### src/rtl/xfc_pkg.sv
package xfc_pkg;
  typedef enum logic [2:0] {
    ST_IDLE,
    ST_INIT,
    ST_WAIT,
    ST_RUN,
    ST_HALT
  } xfc_state_e;
endpackage

### src/rtl/xfc_preload_bank.sv
module xfc_preload_bank #(
  parameter int N_REG = 4,
  parameter int DW    = 16,
  parameter int AW    = 2
) (
  input  logic                clk_i,
  input  logic                rst_ni,
  input  logic                cs_i,
  input  logic                wr_i,
  input  logic [AW-1:0]       addr_i,
  input  logic [DW-1:0]       data_i,
  output logic [N_REG*DW-1:0] bank_o
);
  logic cs_q;
  logic wr_ok;

  always_ff @(posedge clk_i or negedge rst_ni) begin
    if (!rst_ni) cs_q <= 1'b0;
    else         cs_q <= cs_i;
  end

  assign wr_ok = wr_i && !cs_q;

  for (genvar g = 0; g < N_REG; g++) begin : g_ent
    logic [DW-1:0] ent_q;
    always_ff @(posedge clk_i or negedge rst_ni) begin
      if (!rst_ni)                                   ent_q <= '0;
      else if (wr_ok && (int'(addr_i) == g))         ent_q <= data_i;
    end
    assign bank_o[g*DW +: DW] = ent_q;
  end

  // chip select seen high one clock earlier blocks every write
  p_cs_block_r8: assert property (@(posedge clk_i) disable iff (!rst_ni)
    cs_q |=> $stable(bank_o));
endmodule

### src/rtl/xfc_work_bank.sv
module xfc_work_bank #(
  parameter int N_REG = 4,
  parameter int DW    = 16
) (
  input  logic                clk_i,
  input  logic                rst_ni,
  input  logic                load_i,
  input  logic [N_REG*DW-1:0] src_i,
  output logic [N_REG*DW-1:0] work_o
);
  for (genvar g = 0; g < N_REG; g++) begin : g_ent
    logic [DW-1:0] ent_q;
    always_ff @(posedge clk_i or negedge rst_ni) begin
      if (!rst_ni)     ent_q <= '0;
      else if (load_i) ent_q <= src_i[g*DW +: DW];
    end
    assign work_o[g*DW +: DW] = ent_q;
  end

  p_work_hold_r5: assert property (@(posedge clk_i) disable iff (!rst_ni)
    !load_i |=> $stable(work_o));
endmodule

### src/rtl/xfc_seq.sv
module xfc_seq
  import xfc_pkg::*;
#(
  parameter int START_LAT = 9
) (
  input  logic clk_i,
  input  logic rst_ni,
  input  logic init_i,
  input  logic sync_i,
  input  logic step_en_i,
  input  logic last_line_i,
  input  logic frame_end_i,
  output logic load_o,
  output logic run_o,
  output logic start_o
);
  localparam int CW       = (START_LAT > 2) ? $clog2(START_LAT) : 1;
  localparam int CNT_LAST = START_LAT - 2;

  xfc_state_e    state_q, state_d;
  logic [CW-1:0] cnt_q, cnt_d;
  logic          xfer_q, xfer_d;
  logic          run_d, start_d;
  logic          adv_run;

  assign adv_run = (state_q == ST_RUN) && step_en_i;
  assign load_o  = init_i || (!init_i && adv_run && last_line_i && !xfer_q);

  always_comb begin
    state_d = state_q;
    cnt_d   = cnt_q;
    xfer_d  = xfer_q;
    run_d   = run_o;
    start_d = 1'b0;
    if (init_i) begin
      state_d = ST_INIT;
      run_d   = 1'b0;
      xfer_d  = 1'b0;
      cnt_d   = '0;
    end else begin
      unique case (state_q)
        ST_IDLE: ;
        ST_INIT: begin
          state_d = ST_WAIT;
          cnt_d   = '0;
        end
        ST_WAIT: if (step_en_i) begin
          if (int'(cnt_q) == CNT_LAST) begin
            state_d = ST_RUN;
            run_d   = 1'b1;
            start_d = 1'b1;
            xfer_d  = 1'b0;
          end else begin
            cnt_d = cnt_q + 1'b1;
          end
        end
        ST_RUN: if (step_en_i) begin
          if (last_line_i) xfer_d = 1'b1;
          if (frame_end_i) begin
            xfer_d = 1'b0;
            if (sync_i) start_d = 1'b1;
            else begin
              state_d = ST_HALT;
              run_d   = 1'b0;
            end
          end
        end
        ST_HALT: if (sync_i) begin
          state_d = ST_RUN;
          run_d   = 1'b1;
          start_d = 1'b1;
          xfer_d  = 1'b0;
        end
        default: state_d = ST_IDLE;
      endcase
    end
  end

  always_ff @(posedge clk_i or negedge rst_ni) begin
    if (!rst_ni) begin
      state_q <= ST_IDLE;
      cnt_q   <= '0;
      xfer_q  <= 1'b0;
      run_o   <= 1'b0;
      start_o <= 1'b0;
    end else begin
      state_q <= state_d;
      cnt_q   <= cnt_d;
      xfer_q  <= xfer_d;
      run_o   <= run_d;
      start_o <= start_d;
    end
  end

  p_idle_r1: assert property (@(posedge clk_i) disable iff (!rst_ni)
    (state_q == ST_IDLE && !init_i) |=> (!run_o && !start_o));
  p_init_r2: assert property (@(posedge clk_i) disable iff (!rst_ni)
    init_i |=> (!run_o && !start_o));
  p_lat_r3: assert property (@(posedge clk_i) disable iff (!rst_ni)
    (state_q == ST_WAIT && int'(cnt_q) == CNT_LAST && step_en_i && !init_i)
      |=> (run_o && start_o));
  p_cont_r4: assert property (@(posedge clk_i) disable iff (!rst_ni)
    (adv_run && frame_end_i && sync_i && !init_i) |=> (run_o && start_o));
  p_halt_r6: assert property (@(posedge clk_i) disable iff (!rst_ni)
    (adv_run && frame_end_i && !sync_i && !init_i) |=> !run_o);
  p_resume_r7: assert property (@(posedge clk_i) disable iff (!rst_ni)
    (state_q == ST_HALT && sync_i && !init_i) |=> (run_o && start_o));
  p_stall_r9: assert property (@(posedge clk_i) disable iff (!rst_ni)
    (state_q == ST_WAIT && !step_en_i && !init_i) |=> ($stable(cnt_q) && !run_o));
endmodule

### src/rtl/xfc_top.sv
module xfc_top #(
  parameter int N_REG     = 4,
  parameter int DW        = 16,
  parameter int START_LAT = 9,
  parameter int AW        = (N_REG > 1) ? $clog2(N_REG) : 1
) (
  input  logic                clk_i,
  input  logic                rst_ni,
  input  logic                init_i,
  input  logic                sync_i,
  input  logic                step_en_i,
  input  logic                cs_i,
  input  logic                wr_i,
  input  logic [AW-1:0]       wr_addr_i,
  input  logic [DW-1:0]       wr_data_i,
  input  logic                last_line_i,
  input  logic                frame_end_i,
  output logic [N_REG*DW-1:0] work_o,
  output logic                run_o,
  output logic                start_o
);
  logic [N_REG*DW-1:0] pre_bank;
  logic                load;

  xfc_preload_bank #(.N_REG(N_REG), .DW(DW), .AW(AW)) i_pre (
    .clk_i (clk_i), .rst_ni(rst_ni), .cs_i(cs_i), .wr_i(wr_i),
    .addr_i(wr_addr_i), .data_i(wr_data_i), .bank_o(pre_bank)
  );

  xfc_seq #(.START_LAT(START_LAT)) i_seq (
    .clk_i(clk_i), .rst_ni(rst_ni), .init_i(init_i), .sync_i(sync_i),
    .step_en_i(step_en_i), .last_line_i(last_line_i),
    .frame_end_i(frame_end_i), .load_o(load), .run_o(run_o),
    .start_o(start_o)
  );

  xfc_work_bank #(.N_REG(N_REG), .DW(DW)) i_work (
    .clk_i(clk_i), .rst_ni(rst_ni), .load_i(load), .src_i(pre_bank),
    .work_o(work_o)
  );

  p_start_run_r10: assert property (@(posedge clk_i) disable iff (!rst_ni)
    start_o |-> run_o);
endmodule

### config.mk
export PLATFORM = sky130hd
export DESIGN_NAME = xfc_top
export DESIGN_NICKNAME = d
export VERILOG_FILES = /design/src/rtl/xfc_pkg.sv /design/src/rtl/xfc_preload_bank.sv /design/src/rtl/xfc_work_bank.sv /design/src/rtl/xfc_seq.sv /design/src/rtl/xfc_top.sv
export SDC_FILE = /design/constraint.sdc
export NUM_CORES = 1
export LEC_CHECK = 0
export BUFFER_PORTS_ARGS = -buffer_cell sky130_fd_sc_hd__buf_2
export CAP_MARGIN = 25
export CORE_ASPECT_RATIO = 1.5
export CORE_MARGIN = 2
export CORE_UTILIZATION = 60
export DETAILED_ROUTE_END_ITERATION = 12
export PLACE_DENSITY = 0.95
export SLEW_MARGIN = 10
export SYNTH_ARGS = -nofsm -noshare
export SYNTH_HDL_FRONTEND = slang
export SYNTH_SLANG_ARGS = --single-unit
### constraint.sdc
create_clock -name clk_i -period 3.8 [get_ports clk_i]
set_input_delay 0.19 -clock clk_i [delete_from_list [all_inputs] [get_ports clk_i]]
set_output_delay 0.19 -clock clk_i [all_outputs]
set_load 0.01 [all_outputs]
==> out/results.tsv, run 1 <==
stage	metric	value	unit
sta	tightest_slew	0.7453	ns
sta	slew_violations	0	
routing	drtIter0Drc	219	
logic_synthesis	synthXorXnorAreaFrac	0	%
die	core	8828	um2
global_route	globalRouteMet1Util	30.91	%
routing	routedWlPerCell	21.14	um
setup_path	required	4.09	ns
sta	fmax	0.4463	GHz
power	power_leakage	0.003154	uW
logic_synthesis	synth_top_area_cell	dfrtp_1	
global_route	grt.busiest_layer	met2	
logic_synthesis	synthArstFlopShare	100.0	%
logic_synthesis	synth_top_area_share	63.98	%
logic_synthesis	synthMuxAreaShare	27.09	%
sta	clock_skew	0.007711	ns
logic_synthesis	synth_fp_nets	364	
logic_synthesis	synthTopCellsByArea	dfrtp_1 (64%), mux2_1 (13%), mux2_2 (13%)	
sta	fin_tns_setup	0	ns
logic_synthesis	synth_top_family_by_area	multiplexers	
global_route	grtUsageTotal	26.08	%
placement	dpl.hpwl	7.615	mm
clock_network	clockBufferDepth	2	
setup_path	start_kind	flop	
layout	layout-drive-gt1-share	44.49	%
layout	fill_cells	495	
clock_network	numCtsBuffers	17	
logic_synthesis	synth_ff_type	dfrtp_1	
global_route	use_met3	8.731	%
layout	final_cell_mix	dfrtp_1 (139), buf_2 (91), mux2_1 (65)	
clock_network	clk-insertion-delay-late	0.42	ns
global_route	grt_max_degree	112	
sta	slew_headroom	50.10	%
run_status	status	finished, final reports clean	
setup_path	worstSetupEndpointType	flop	
logic_synthesis	synthAdderAreaFrac	0.2301	%
routing	viasPerCell	5.778	
hold_path	hold_path_class	primary input to flop	
layout	num_antenna_cells	0	
clock_network	htreeDepth	4	
logic_synthesis	yosysWarnings	0	
routing	drc	0	
placement	port_buffers	92	
sta	setup_viol	0	
global_route	grt_overflow_total	0	
sta	final_hold_viol_count	0	
die	die_h	120.6	um
logic_synthesis	syn_area_per_cell	16.18	um2
logic_synthesis	synth_seq_cells	139	
die	fp.dieW	81.72	um
sta	fin_ws	1.559	ns
clock_network	path_clk_slew	0.06	ns
logic_synthesis	synth_edf_count	0	
die	rows	42	
logic_synthesis	synth_compound_area_share	2.831	%
power	power_density	689.1	nW/um2
logic_synthesis	syn-cell-area	5436	um2
die	dieArea	9854	um2
clock_network	cts_num_sinks	139	
placement	place_ws	1.603	ns
sta	rsz0062_at_grt	false	
global_route	grt_pass1_vias	3524	
run	max-cap-violations	0	
layout	area_delta_synth_final	23.80	%
setup_path	path_max_fanout	28	
die	ios	93	
sta	period_needed	2.241	ns
setup_path	worstSetupPathType	flop to flop	
global_route	grt_pass1_wl	18.55	mm
logic_synthesis	ys_seq_area_share	63.98	%
setup_path	arrival	2.53	ns
routing	vias	3259	
layout	final_common_cell	dfrtp_1	
logic_synthesis	postSynthCellCount	336	
sta	post-route-period-util	58.97	%
global_route	met2_usage	43.04	%
routing	final_antenna_net_count	0	
placement	place.gp.congestion	0.7687	
global_route	antenna_found_initial	0	
logic_synthesis	synth-simple-area-share	4.396	%
clock_network	root_buffer	clkbuf_16	
die	initial_utilization	61.58	%
routing	drt-pass1-iter-count	4	
layout	final_nets	470	
power	ir_drop	0.0004144	V
logic_synthesis	synth_cell_types	39	
clock_network	cts-resized-gates	0	
routing	drt-total-wl	11.92	mm
clock_network	cts_tree	yes	
==> where the power goes <==
group	internal, uW	total [uW]	switching [uW]
Clock	1100	1710	607
Sequential	1850	2080	231
Combinational	432	848	416
Total	3380	4640	1250
==> path summary, 6_finish.rpt <==
| kind | slack (ns) | endpoint | from | depth (start not counted) |
|---|---|---|---|---|
| setup reg to reg | 1.56 | i_work.g_ent[3].ent_q[9] | i_seq.state_q[2] | 5 |
| min in group asynchronous | 0.21 | i_work.g_ent[3].ent_q[6] | rst_ni | 2 |
| setup / recovery | 1.56 | i_work.g_ent[3].ent_q[9] | i_seq.state_q[2] | 5 |
| hold reg to reg | 0.48 | i_pre.g_ent[0].ent_q[9] | i_pre.g_ent[0].ent_q[9] | 1 |
| max in group asynchronous | 2.49 | i_work.g_ent[2].ent_q[8] | rst_ni | 4 |
| hold / removal | 0.07 | i_pre.g_ent[0].ent_q[7] | wr_data_i[7] | 2 |
==> worst max-delay path: stages, from the launching register on <==
cell and delay (ns):
dfrtp_1 0.49, nand3b_4 0.22, nor4bb_4 0.06, nor2_4 0.48, buf_4 0.47, mux2_1 0.38
==> state kept, by name, summed over array words and instances, names as in the netlist <==
name,flops
i_pre.g_ent.ent_q,64
i_work.g_ent.ent_q,64
i_seq.cnt_q,4
i_seq.state_q,3
i_pre.cs_q,1
i_seq.run_o,1
i_seq.start_o,1
i_seq.xfer_q,1
==> cell families after synthesis <==
logic type,count (synthesis)
AOI/OAI and AO/OA,21
adders and majority gates,1
buffers and inverters,16
DFF,139
muxes,131
and+or+nand+nor,28
==> per-layer routing <==
| layer | wire, um | vias to the layer above |
|---|---|---|
| met4 | 235 | 0 |
| met3 | 616 | 22 |
| met5 | 0 | - |
| met1 | 4639 | 1695 |
| li1 | - | 1434 |
| met2 | 6430 | 108 |
==> through the flow <==
stage	hold WS, ns	std cells	total power, uW	utilization, %	area, um2
after CTS	0.05156	562	4654	75.79	6691
after global placement	0.3210	526	2841	68.15	6017
after floorplan	-0.1056	336	2515	-	5436
after global routing	0.05787	564	4852	76.23	6730
final	0.06758	564	4637	76.23	6730
after detailed placement	0.3095	529	2923	68.62	6058
==> repair_timing <==
action,in CTS,in global routing
endpoints found under the hold margin,111,0
setup buffers,0,0
hold buffers,2,0
==> final cells by class <==
type | instances | area (um2) | area share, %
timing repair buffer | 102 | 589.3 | 8.756
inverter | 1 | 3.754 | 0.05577
tap | 110 | 137.6 | 2.045
clock buffer | 18 | 439.2 | 6.525
multi-input combinational | 181 | 1908 | 28.35
clock inverter | 13 | 173.9 | 2.584
sequential | 139 | 3478 | 51.68
==> synthesized netlist by cell type, types with 2 or more instances <==
cell      number
dfrtp_1      139
o21ai_0        2
mux2_2        64
nor2b_1        4
nand2_1        2
nor4bb_1       2
buf_2         13
a22o_1         2
nor2_1         3
nor3b_1        3
a21o_1         2
mux2_1        65
mux2i_1        2
nand3b_1       2
a21oi_1        4
a31oi_1        2
nand2b_1       2
nor3_1         2
Power figures use the tool's default switching activity.
==> inputs of run 2 (changes only) <==
--- a/config.mk
+++ b/config.mk
@@ -5,13 +5,14 @@
 export SDC_FILE = /design/constraint.sdc
 export NUM_CORES = 1
 export LEC_CHECK = 0
+export ABC_AREA = 1
 export BUFFER_PORTS_ARGS = -buffer_cell sky130_fd_sc_hd__buf_2
 export CAP_MARGIN = 25
 export CORE_ASPECT_RATIO = 1.5
 export CORE_MARGIN = 2
-export CORE_UTILIZATION = 60
+export CORE_UTILIZATION = 56
 export DETAILED_ROUTE_END_ITERATION = 12
-export PLACE_DENSITY = 0.95
+export PLACE_DENSITY = 0.91
 export SLEW_MARGIN = 10
 export SYNTH_ARGS = -nofsm -noshare
 export SYNTH_HDL_FRONTEND = slang
==> constraint.sdc (replaced) <==
create_clock -name clk_i -period 2.34 [get_ports clk_i]
set_input_delay 0.117 -clock clk_i [delete_from_list [all_inputs] [get_ports clk_i]]
set_output_delay 0.117 -clock clk_i [all_outputs]
set_load 0.01 [all_outputs]
==> out/results.tsv, run 2 <==
stage	metric	value	unit	change
power	p_total	8035	uW	+73%
routing	drtIter0Drc	317		+45%
logic_synthesis	postSynthCellCount	604		+80%
placement	place_ws	0.7843	ns	-0.8185 ns
layout	area_delta_synth_final	19.51	%	
power	power_leakage	0.003699	uW	+17%
routing	routedWlPerCell	16.62	um	-21%
global_route	grt_max_degree	85		-24%
power	power_density	1147	nW/um2	+66%
sta	post-route-period-util	72.16	%	+13 points
power	ir_drop	0.0007346	V	+77%
setup_path	path_max_fanout	32		+14%
setup_path	r2r_slack	0.65	ns	-0.91 ns
logic_synthesis	ys_seq_area_share	59.34	%	-4.6 points
setup_path	worstSetupEndpointType	flop		
hold_path	min-delay-start	sync_i		
setup_path	reg2reg_from	i_pre.cs_q		
setup_path	required	2.64	ns	-1.45 ns
logic_synthesis	synth_top_area_share	59.34	%	-4.6 points
clock_network	path_clk_slew	0.06	ns	about the same
hold_path	hold_depth	3		+1
logic_synthesis	synth_cell_types	26		-33%
routing	vias	4476		+37%
global_route	grt_pass1_wl	22.04	mm	+19%
setup_path	r2r_cells	3		-2
layout	final_nets	727		+55%
logic_synthesis	yosysWarnings	0		unchanged
routing	drc	0		unchanged
sta	setup_viol	0		unchanged
clock_network	root_buffer	clkbuf_16		
clock_network	cts_tree	yes		
logic_synthesis	syn-cell-area	5862	um2	+7.8%
setup_path	worstSetupPathType	flop to flop		
logic_synthesis	post-synth-top-count-cell	nand2_1		
routing	final_antenna_net_count	0		unchanged
sta	period_needed	1.688	ns	-0.5522 ns
routing	drt-pass1-iter-count	5		+1
setup_path	arrival	1.99	ns	-0.54 ns
layout	final_cell_mix	nand2_1 (153), dfrtp_1 (139), inv_1 (92)		
logic_synthesis	syn_area_per_cell	9.705	um2	-40%
layout	layout-drive-gt1-share	29.63	%	-15 points
setup_path	r2r-end	i_pre.g_ent[0].ent_q[11]		
die	ios	93		unchanged
sta	tightest_slew	0.7637	ns	+0.01831 ns
layout	final_common_cell	nand2_1		
logic_synthesis	synth_top_area_cell	dfrtp_1		
sta	slew_violations	0		unchanged
hold_path	whs_endpoint	i_seq.start_o		
logic_synthesis	synth_fp_nets	632		+74%
placement	place.gp.congestion	0.8332		+8.4%
clock_network	htreeDepth	4		unchanged
logic_synthesis	synthArstFlopShare	100.0	%	unchanged
logic_synthesis	yosys-top-cells-count	nand2_1 (153), dfrtp_1 (139), inv_1 (92)		
die	initial_utilization	57.84	%	-3.7 points
setup_path	cpMaxStageDelayCell	nand2_1		
clock_network	numCtsBuffers	17		unchanged
logic_synthesis	synth_seq_cells	139		unchanged
global_route	grt_overflow_total	0		unchanged
layout	largestRegisters	i_pre.g_ent.ent_q (64), i_work.g_ent.ent_q (64), i_seq.cnt_q (4)		
die	die_h	129.3	um	+7.2%
setup_path	path_cells	nor2_1 -> nand2_1 -> o21ai_0		
global_route	grt_pass1_vias	4436		+26%
global_route	grtUsageTotal	26.18	%	+0.098 points
clock_network	cts_num_sinks	139		unchanged
global_route	antenna_found_initial	0		unchanged
die	rows	45		+7.1%
setup_path	slowest_delay	0.50	ns	about the same
hold_path	hold_path_class	primary input to flop		
placement	port_buffers	92		unchanged
logic_synthesis	synth_edf_count	0		unchanged
clock_network	clockBufferDepth	2		unchanged
sta	fin_tns_setup	0	ns	unchanged
sta	slew_headroom	48.97	%	-1.1 points
logic_synthesis	synthTopCellsByArea	dfrtp_1 (59%), nand2_1 (9.8%), o21ai_2 (9.1%)		
die	core	10130	um2	+15%
routing	drt-total-wl	13.78	mm	+16%
die	dieArea	11320	um2	+15%
sta	whs	0.02411	ns	-0.04347 ns
run	max-cap-violations	0		unchanged
routing	viasPerCell	5.399		-6.6%
setup_path	start_kind	flop		
clock_network	clk-insertion-delay-late	0.42	ns	about the same
sta	fmax	0.5923	GHz	+33%
layout	num_antenna_cells	0		unchanged
sta	fin_ws	0.6516	ns	-0.9078 ns
sta	clock_skew	0.007403	ns	-0.0003072 ns
logic_synthesis	synth_ff_type	dfrtp_1		
sta	final_hold_viol_count	0		unchanged
placement	dpl.hpwl	9.195	mm	+21%
run_status	status	finished, final reports clean		
sta	rsz0062_at_grt	false		
die	fp.dieW	87.54	um	+7.1%
[run 2: cell count changes after synthesis, sizes merged, moves of 16 or more]
cell   previous run  this run
inv               1        95
o21ai             2       131
nand2             2       166
nand3             1        17
mux2            129         0
nor2              4        21
[run 2: worst max-delay path: cells and delay by family (launching register included)]
kind	cells	cell delay (ns)
AND/OR/NAND/NOR	2	0.73
AO/OA/AOI/OAI	1	0.44
flip-flops	1	0.39
[run 2: what timing repair did]
| item | in CTS | in global routing |
|---|---|---|
| hold buffers | 4 | 0 |
| resized for setup | 0 | 0 |
| endpoints found under the hold margin | 72 | 0 |
| buffers inserted | 0 | 0 |
[run 2: layout make-up]
cell class                      instances  area, um2
Clock inverter                         13      188.9
Clock buffer                           19      442.9
Timing Repair Buffer                  103      596.8
Fill cell                             724       3129
Multi-Input combinational cell        343       1788
Inverter                               95      364.1
Sequential cell                       139       3478
Tap cell                              117      146.4
[run 2: report_power, final]
part | internal [uW] | switching, uW
clock | 1820 | 1040
combinational | 697 | 1130
sequential | 2980 | 370
[run 2: cell families after synthesis]
family	Yosys count	share of synthesized area, %
xor gates and xnor gates	1	0.1494
adders and majority gates	1	0.2134
and+or+nand+nor	209	14.83
AOI/OAI and AO/OA	132	15.18
DFF	139	59.34
buffers and inverters	122	10.29
[run 2: per-stage QoR]
| stage | utilization [%] | std cells | area [um2] |
|---|---|---|---|
| CTS | 69.12 | 829 | 7005 |
| floorplan | - | 604 | 5862 |
| finish | 69.12 | 829 | 7005 |
| detailed placement | 62.49 | 793 | 6334 |
| global route | 69.12 | 829 | 7005 |
| global placement | 62.49 | 793 | 6334 |
[run 2: how the worst max path moves through the flow]
stage / from / endpoint / slack [ns] / depth (start not counted)
2_1_floorplan: i_seq.cnt_q[0] / i_seq.cnt_q[2] / 1.10 / 9
3_3_place_gp: i_seq.cnt_q[0] / i_seq.run_o / 0.90 / 8
3_5_place_dp: i_pre.cs_q / i_pre.g_ent[1].ent_q[15] / 0.78 / 3
4_1_cts: i_pre.cs_q / i_pre.g_ent[0].ent_q[11] / 0.70 / 3
5_1_grt: i_pre.cs_q / i_pre.g_ent[0].ent_q[11] / 0.42 / 3
6_report: i_pre.cs_q / i_pre.g_ent[0].ent_q[11] / 0.65 / 3
[run 2: routing by layer]
metal / global-route usage, % / wire (um) / up-vias
met5: 0 / 0 / -
met4: 15.48 / 811 / 0
met3: 8.153 / 933 / 69
met2: 41.44 / 6898 / 174
met1: 31.23 / 5138 / 2160
li1: - / - / 2073
==> inputs of run 3 (changes only) <==
--- a/config.mk
+++ b/config.mk
@@ -10,9 +10,9 @@
 export CAP_MARGIN = 25
 export CORE_ASPECT_RATIO = 1.5
 export CORE_MARGIN = 2
-export CORE_UTILIZATION = 56
+export CORE_UTILIZATION = 51
 export DETAILED_ROUTE_END_ITERATION = 12
-export PLACE_DENSITY = 0.91
+export PLACE_DENSITY = 0.88
 export SLEW_MARGIN = 10
 export SYNTH_ARGS = -nofsm -noshare
 export SYNTH_HDL_FRONTEND = slang
==> constraint.sdc (replaced) <==
create_clock -name clk_i -period 1.5 [get_ports clk_i]
set_input_delay 0.075 -clock clk_i [delete_from_list [all_inputs] [get_ports clk_i]]
set_output_delay 0.075 -clock clk_i [all_outputs]
set_load 0.01 [all_outputs]
==> out/results.tsv, run 3 (same netlist as run 2, synthesis figures left out) <==
stage	metric	value	unit	change
die	die_h	135.3	um	+4.6%
die	dieArea	12390	um2	+9.4%
sta	clock_skew	0.005774	ns	-0.001630 ns
die	fp.dieW	91.54	um	+4.6%
setup_path	worstSetupPathType	flop to flop		
setup_path	worstSetupEndpointType	flop		
routing	drt-total-wl	13.63	mm	-1.1%
global_route	met2_usage	37.99	%	-3.5 points
layout	fin_area	7132	um2	+1.8%
layout	final_nets	733		+0.83%
clock_network	clockBufferDepth	2		unchanged
die	rows	48		+6.7%
placement	place.gp.congestion	0.9331		+12%
setup_path	r2r-end	i_work.g_ent[0].ent_q[12]		
setup_path	r2r_slack	0.11	ns	-0.54 ns
placement	port_buffers	92		unchanged
routing	drtIter0Drc	339		+6.9%
global_route	grt.busiest_layer	met2		
setup_path	endpoint	i_work.g_ent[0].ent_q[12]		
placement	dpl.hpwl	8.787	mm	-4.4%
setup_path	r2r_cells	5		+2
clock_network	numCtsBuffers	17		unchanged
power	p_total	12560	uW	+56%
power	power_leakage	0.003738	uW	+1.1%
routing	vias	4420		-1.3%
die	core	11350	um2	+12%
global_route	grt_pass1_wl	22.39	mm	+1.6%
clock_network	clk-insertion-delay-late	0.41	ns	about the same
sta	fmax	0.7195	GHz	+21%
sta	slew_violations	0		unchanged
global_route	antenna_found_initial	0		unchanged
clock_network	path_clk_slew	0.06	ns	about the same
placement	post_dp_cell_area	6430	um2	+1.5%
setup_path	arrival	1.69	ns	-0.30 ns
routing	final_antenna_net_count	0		unchanged
routing	viasPerCell	5.098		-5.6%
layout	ff_latch_area	3478	um2	unchanged
global_route	grtUsageTotal	23.61	%	-2.6 points
die	ios	93		unchanged
routing	routedWlPerCell	15.72	um	-5.5%
global_route	grt_pass1_vias	4510		+1.7%
clock_network	root_buffer	clkbuf_16		
die	initial_utilization	51.64	%	-6.2 points
hold_path	hold_path_class	primary input to flop		
layout	layout-drive-gt1-share	30.26	%	+0.63 points
setup_path	path_max_fanout	51		+59%
layout	final_cell_mix	nand2_1 (153), dfrtp_1 (139), inv_1 (92)		
layout	area_delta_synth_final	21.66	%	
power	power_density	1762	nW/um2	+54%
clock_network	cts_tree	yes		
power	ir_drop	0.0009917	V	+35%
sta	whs	0.01999	ns	-0.004124 ns
sta	slew_headroom	67.53	%	+19 points
global_route	grt_overflow_total	0		unchanged
run	max-cap-violations	0		unchanged
clock_network	cts_num_sinks	139		unchanged
sta	post-route-period-util	92.66	%	+21 points
layout	num_antenna_cells	0		unchanged
sta	period_needed	1.390	ns	-0.2986 ns
sta	final_hold_viol_count	0		unchanged
routing	drc	0		unchanged
run_status	status	finished, final reports clean		
global_route	grt_max_degree	52		-39%
routing	drt-pass1-iter-count	5		unchanged
setup_path	crit_start	i_seq.xfer_q		
sta	tightest_slew	0.4870	ns	-0.2767 ns
layout	multiInputGateArea	1798	um2	+0.56%
sta	setup_viol	0		unchanged
clock_network	htreeDepth	4		unchanged
layout	largestRegisters	i_pre.g_ent.ent_q (64), i_work.g_ent.ent_q (64), i_seq.cnt_q (4)		
setup_path	required	1.80	ns	-0.84 ns
layout	final_common_cell	nand2_1		
setup_path	start_kind	flop		
setup_path	reg2reg_from	i_seq.xfer_q		
global_route	globalRouteMet1Util	28.08	%	-3.2 points
layout	fill_cells	869		+20%
global_route	use_met3	6.233	%	-1.9 points
## run 3: changes by cell type in the layout (fill, tap and decap cells not counted)
| cell | change |
|---|---|
| ha_2 | +1 |
| buf_4 | +3 |
| dlygate4sd3_1 | +1 |
| clkbuf_8 | +2 |
| clkinvlp_4 | -1 |
| inv_6 | -2 |
| ha_1 | -1 |
| nor2_1 | -1 |
| o21ai_1 | +1 |
| o21ai_0 | -1 |
| buf_12 | +2 |
| nor2_4 | +1 |
## run 3: power breakdown
part	total [uW]	switching, uW	internal [uW]
registers	5220	570	4650
logic	2860	1740	1120
clock network	4490	1580	2910
## run 3: per-stage QoR
stage                     setup TNS, ns  cells  setup WS, ns  util, %
after floorplan                       0    604        0.2590        -
after global placement                0    830        0.1689    56.65
after detailed placement              0    830       0.08460    56.65
after CTS                             0    866       0.03658    62.68
after global routing           -0.02134    867      -0.01565    62.83
final                                 0    867        0.1102    62.83
## run 3: repair_timing
action,in CTS,in global routing
setup endpoints to repair,0,9
setup buffers,0,1
hold endpoints to repair,78,0
resized for setup,0,4
hold buffers,5,0
## run 3: layer usage
| layer | vias to the layer above | share of wire, % |
|---|---|---|
| li1 | 2080 | - |
| met1 | 2139 | 38 |
| met2 | 153 | 51 |
| met3 | 48 | 5.5 |
| met4 | 0 | 5.0 |
| met5 | - | 0 |
## run 3: critical path, cell delays in order, from the launching register on
cell     delay, ns
dfrtp_1       0.38
nor3_1        0.33
o21ai_4       0.14
buf_12        0.21
nand2_1       0.12
o21ai_2       0.06
## run 3: cell type report
class	count	area share, %
Clock buffer	21	6.596
Clock inverter	10	2.298
Tap cell	150	2.632
Multi-Input combinational cell	343	25.21
Timing Repair Buffer	109	9.386
Sequential cell	139	48.77
Inverter	95	5.105
## run 3: how the worst min path moves through the flow
stage / startpoint / end / slack (ns) / depth (start not counted)
after floorplan: rst_ni / i_pre.cs_q / -0.22 / 0
after global placement: rst_ni / i_pre.g_ent[2].ent_q[8] / 0.05 / 1
after detailed placement: rst_ni / i_pre.g_ent[2].ent_q[6] / 0.05 / 1
after CTS: wr_data_i[15] / i_pre.g_ent[2].ent_q[15] / 0.01 / 3
after global routing: init_i / i_seq.start_o / 0.02 / 2
final: wr_data_i[15] / i_pre.g_ent[2].ent_q[15] / 0.02 / 3
